File: config.mk
export PLATFORM = sky130hd
export DESIGN_NAME = sysclk_ctrl_reg
export DESIGN_NICKNAME = d
export VERILOG_FILES = /design/src/rtl/sysclk_pkg.sv /design/src/rtl/sysclk_wr_filter.sv /design/src/rtl/sysclk_div_strobe.sv /design/src/rtl/sysclk_ctrl_reg.sv
export SDC_FILE = /design/constraint.sdc
export NUM_CORES = 1
export LEC_CHECK = 0
export BUFFER_PORTS_ARGS = -buffer_cell sky130_fd_sc_hd__buf_4
export CAP_MARGIN = 20
export CORE_MARGIN = 2
export CORE_UTILIZATION = 34
export DETAILED_ROUTE_END_ITERATION = 16
export GPL_ROUTABILITY_DRIVEN = 0
export GPL_TIMING_DRIVEN = 0
export PLACE_DENSITY = 0.7
export SLEW_MARGIN = 20
export SYNTH_ARGS = -nofsm -noshare
export SYNTH_HDL_FRONTEND = slang
export SYNTH_SLANG_ARGS = --single-unit
File: constraint.sdc
create_clock -name clk_i -period 1 [get_ports clk_i]
set_input_delay 0.15 -clock clk_i [delete_from_list [all_inputs] [get_ports clk_i]]
set_output_delay 0.15 -clock clk_i [all_outputs]
set_load 0.01 [all_outputs]
File: src/rtl/sysclk_pkg.sv
package sysclk_pkg;
  localparam int REG_W   = 8;
  localparam int DIV_W   = 5;
  localparam int B_PSTOP = 2;
  localparam int B_DRV   = 3;
  localparam int B_PORT  = 4;
  localparam int B_MSTOP = 5;
  localparam int B_WDT   = 6;
  localparam int B_CPU   = 7;
  localparam logic [REG_W-1:0] RST_VAL   = 8'h08;
  localparam logic [REG_W-1:0] LOCK_MASK = (REG_W'(1) << B_PSTOP) | (REG_W'(1) << B_MSTOP)
                                         | (REG_W'(1) << B_CPU);
  localparam logic [DIV_W-1:0] DIV8_CODE = 5'b01000;
endpackage

File: src/rtl/sysclk_wr_filter.sv
module sysclk_wr_filter
  import sysclk_pkg::*;
#(
  parameter int W = REG_W
) (
  input  logic [W-1:0] cur_i,
  input  logic         wr_en_i,
  input  logic [W-1:0] wr_data_i,
  input  logic         prot_en_i,
  input  logic         lock_i,
  input  logic         stop_i,
  output logic [W-1:0] nxt_o,
  output logic         seq_viol_o
);
  logic         wr_ok;
  logic [W-1:0] wmask, cand, merged, wr_val;
  logic         side_chg, cpu_chg;

  assign wr_ok = wr_en_i & prot_en_i;
  assign wmask = lock_i ? ~LOCK_MASK : {W{1'b1}};
  assign cand  = (cur_i & ~wmask) | (wr_data_i & wmask);

  for (genvar i = 0; i < W; i++) begin : g_bit
    if (i == B_WDT) begin : g_set_only
      assign merged[i] = cur_i[i] | cand[i];
    end else begin : g_plain
      assign merged[i] = cand[i];
    end
  end

  assign side_chg   = (cand[B_PORT] ^ cur_i[B_PORT]) | (cand[B_MSTOP] ^ cur_i[B_MSTOP]);
  assign cpu_chg    = cand[B_CPU] ^ cur_i[B_CPU];
  assign seq_viol_o = wr_ok & cpu_chg & side_chg;

  always_comb begin
    wr_val = merged;
    if (seq_viol_o) wr_val[B_CPU] = cur_i[B_CPU];
    nxt_o = wr_ok ? wr_val : cur_i;
    if (stop_i) nxt_o[B_DRV] = 1'b1;
  end
endmodule

File: src/rtl/sysclk_div_strobe.sv
module sysclk_div_strobe (
  input  logic clk_i,
  input  logic rst_ni,
  input  logic stop_cur_i,
  input  logic stop_nxt_i,
  input  logic ocm_mode_i,
  output logic load_o
);
  always_ff @(posedge clk_i or negedge rst_ni) begin
    if (!rst_ni) load_o <= 1'b0;
    else         load_o <= stop_nxt_i & ~stop_cur_i & ~ocm_mode_i;
  end
endmodule

File: src/rtl/sysclk_ctrl_reg.sv
module sysclk_ctrl_reg
  import sysclk_pkg::*;
(
  input  logic             clk_i,
  input  logic             rst_ni,
  input  logic             wr_en_i,
  input  logic [REG_W-1:0] wr_data_i,
  input  logic             prot_en_i,
  input  logic             clk_lock_i,
  input  logic             stop_entry_i,
  input  logic             ocm_mode_i,
  output logic [REG_W-1:0] rd_data_o,
  output logic [1:0]       clkout_sel_o,
  output logic             periph_stop_o,
  output logic             sub_drive_hi_o,
  output logic             sub_port_en_o,
  output logic             main_osc_stop_o,
  output logic             wdt_rst_sel_o,
  output logic             cpu_sub_sel_o,
  output logic             div_load_o,
  output logic [DIV_W-1:0] div_load_val_o,
  output logic             seq_err_o
);
  logic [REG_W-1:0] reg_q, reg_d;
  logic             seq_viol, seq_err_q;

  sysclk_wr_filter #(.W(REG_W)) u_filter (
    .cur_i      (reg_q),
    .wr_en_i    (wr_en_i),
    .wr_data_i  (wr_data_i),
    .prot_en_i  (prot_en_i),
    .lock_i     (clk_lock_i),
    .stop_i     (stop_entry_i),
    .nxt_o      (reg_d),
    .seq_viol_o (seq_viol)
  );

  sysclk_div_strobe u_strobe (
    .clk_i      (clk_i),
    .rst_ni     (rst_ni),
    .stop_cur_i (reg_q[B_MSTOP]),
    .stop_nxt_i (reg_d[B_MSTOP]),
    .ocm_mode_i (ocm_mode_i),
    .load_o     (div_load_o)
  );

  always_ff @(posedge clk_i or negedge rst_ni) begin
    if (!rst_ni) begin
      reg_q     <= RST_VAL;
      seq_err_q <= 1'b0;
    end else begin
      reg_q     <= reg_d;
      seq_err_q <= seq_err_q | seq_viol;
    end
  end

  assign rd_data_o       = reg_q;
  assign clkout_sel_o    = reg_q[1:0];
  assign periph_stop_o   = reg_q[B_PSTOP];
  assign sub_drive_hi_o  = reg_q[B_DRV];
  assign sub_port_en_o   = reg_q[B_PORT];
  assign main_osc_stop_o = reg_q[B_MSTOP];
  assign wdt_rst_sel_o   = reg_q[B_WDT];
  assign cpu_sub_sel_o   = reg_q[B_CPU];
  assign div_load_val_o  = DIV8_CODE;
  assign seq_err_o       = seq_err_q;
endmodule

==> key figures <==
Status
  – Status: finished with violations
  – Failing checks: negative setup slack

Critical path
  – WP data arrival: 1010 ps
  – Path type of the worst setup path: reg2out
  – Worst Setup Start Kind: register
  – Crit path max-delay family: flip-flops
  – Crit end category: output port
  – Required time of the critical path: approximately 850 ps
  – Slowest stage cell on the critical path: dfstp_2
  – Crit path largest cell delay: 560 ps
  – Critical Path Most Common Cell: buf_6
  – WP buf/inv: 2
  – Largest fanout on the critical path: 3
  – Critical-path cell list: buf_6 -> buf_6

Pwr
  – Overall Power: between 1.5 and 2 mW
  – Peak supply drop: 1.05 mV
  – Pwr Density: 1730 nW/µm²
  – Leak: 0.465 nW

Die
  – Io pins: 38
  – FP Rows: 14
  – Die width: 43.5 µm
  – Core area: 1490 µm²
  – Die height: 43.5 µm
  – Initial core utilization: ~36%
  – Die area: 1890 µm²

Clock tree
  – Reg clk slew, reported paths: 70 ps
  – Clk buf depth: 2
  – CTS sink cnt: 10
  – Skew-Pair Late Insertion Delay: 260 ps
  – CTS tree: done
  – Clock root buffer: clkbuf_4
  – H-tree level count: 1
  – Cts bufs inserted: 3

Cells and area
  – Most frequent cells in the layout: buf_4, buf_6, dfrtp_1
  – Ant diodes: 0
  – Layout area overhead: 70.3%
  – Ratio of cells with drive above 1 in the final layout: between 70% and 80%
  – Cell Count, Final, Fillers Out: 99
  – Total Nets Final: 99
  – Commonest non-fill, non-tap cell in the layout: buf_4
  – Post-layout util: 60.7%

Logic synthesis
  – Cells after Synth: 45
  – Register bit count reported by yosys: 10
  – Synth warn: 0
  – Sequential element share of the synthesized area: 47.4%
  – Synthesized area: approximately 530 µm²
  – Cell variety after synth: 16
  – Mean Syn Cell Area: 11.8 µm²

Run
  – Max Cap Violations: 0

Timing
  – Tmin final: ~1200 ps
  – Setup TNS: -658 ps
  – Endpoints failing hold: 0
  – Clock skew: 0.375 ps
  – Fmax achieved: 0.866 GHz
  – RSZ-0062 raised after global routing: yes
  – Tcrit/Tclk final: 116%
  – Slew Limit Fails: 0
  – Final setup margin: -155 ps
  – Endpoints failing setup: 8

GRT
  – GR Overflow Total: 0
  – First-pass GRT wire length: ~1700 µm
  – Largest net degree at the start of global routing: 11
  – Vias in the first global route: between 400 and 500
  – Initial antenna violation count: 0
  – Global route hottest layer: met2
  – Met3 usage: 7.92%
  – Met2 global-route usage: 19.7%
  – Total track usage: 12.9%
  – Met1 GRT Util: around 14%

Drt
  – Post-DR vias/cell: 4.19
  – First drt pass iteration count: 1
  – Wirelength, routed: 1070 µm
  – DRC errors left: 0
  – Routed Antenna Nets: 0
  – DR iter-0 viols: 0
  – Vias: 415
  – Wire per inst: 10.8 µm

Placement
  – Inst Count DP: 96
  – # port buffers: 32
  – Dpl hpwl: 861 µm
  – Setup WS pre-CTS: -111 ps

Min path
  – Worst min path class: in2reg
[final timing paths]
path                       cells after the start                      from  slack (ps)                        to
max                                            2  rd_data_o[3]$_DFFE_PN1P_        -160              rd_data_o[3]
min                                            2              stop_entry_i          70  rd_data_o[3]$_DFFE_PN1P_
max reg2reg                                    3    rd_data_o[5]$_DFF_PN0_        -130  rd_data_o[7]$_DFFE_PN0P_
min reg2reg                                    1       seq_err_o$_DFF_PN0_         480       seq_err_o$_DFF_PN0_
max in group asynchronous                      2                    rst_ni         540  rd_data_o[3]$_DFFE_PN1P_
min in group asynchronous                      2                    rst_ni         250  rd_data_o[6]$_DFFE_PN0P_
[worst reg2reg max path, cell delays in order, from the launching register on]
cell     delay, ps
dfrtp_2        450
xnor2_2        170
nand3_2        100
mux2_4         300
[report_power, final]
group	internal, mW	total, mW	switching, mW
sequential	0.476	0.553	0.0764
combinational	0.436	0.646	0.210
clock	0.221	0.364	0.142
total	1.13	1.56	0.429
[layer usage]
metal  up-vias  wire length, µm
met4         0               18
met2        22              559
met1       183              395
met5         -                0
met3         2               93
li1        208                -
[logic make-up (layout without fill, tap and decap cells)]
| kind of cell | after synthesis | after routing | synth area share [%] |
|---|---|---|---|
| multiplexers | 6 | 6 | 13.4 |
| XOR/XNOR | 3 | 3 | 4.95 |
| flip-flops | 10 | 10 | 47.4 |
| AO/OA/AOI/OAI | 3 | 3 | 4.95 |
| buffers and inverters | 14 | 49 | 19.8 |
| other | 2 | 5 | 1.42 |
| AND/OR/NAND/NOR | 7 | 7 | 8.02 |
[synthesized netlist by cell type (all sizes together)]
| master | count | area [µm²] |
|---|---|---|
| nand2 | 2 | 7.51 |
| xnor2 | 2 | 17.5 |
| nor2 | 1 | 3.75 |
| nand3 | 1 | 10.0 |
| dfrtp | 9 | 225 |
| dfstp | 1 | 26.3 |
| and3b | 1 | 8.76 |
| xor2 | 1 | 8.76 |
| a211o | 1 | 8.76 |
| a31o | 2 | 17.5 |
| mux2 | 6 | 71.3 |
| conb | 2 | 7.51 |
| buf | 14 | 105 |
| and3 | 2 | 12.5 |
[registers in the layout, indices dropped and copies added (netlist names), named ones only]
signal	flops
u_strobe.load_o	1
rd_data_o	7
seq_err_o	1
[timing repair]
action	in CTS	in global routing
buffers inserted	2	0
cloned	0	0
hold buffers	1	0
endpoints found under the hold margin	10	0
setup endpoints to repair	13	12
resized for setup	10	4
[metrics by stage]
step / area [µm²] / hold WS (ps)
detailed placement: 820 / -11.5
floorplan: 559 / -146
global route: 903 / 54.8
global placement: 820 / -14.1
finish: 903 / 72.7
CTS: 888 / 65.4
[layout make-up]
cell class / instances / area [µm²]
buffer: 10 / 90.1
clock buffer: 4 / 36.3
fill: 131 / 586
multi-input combinational: 24 / 200
sequential: 10 / 254
tap: 16 / 20.0
timing repair buffer: 35 / 303
(Power assumes the default switching activity.)
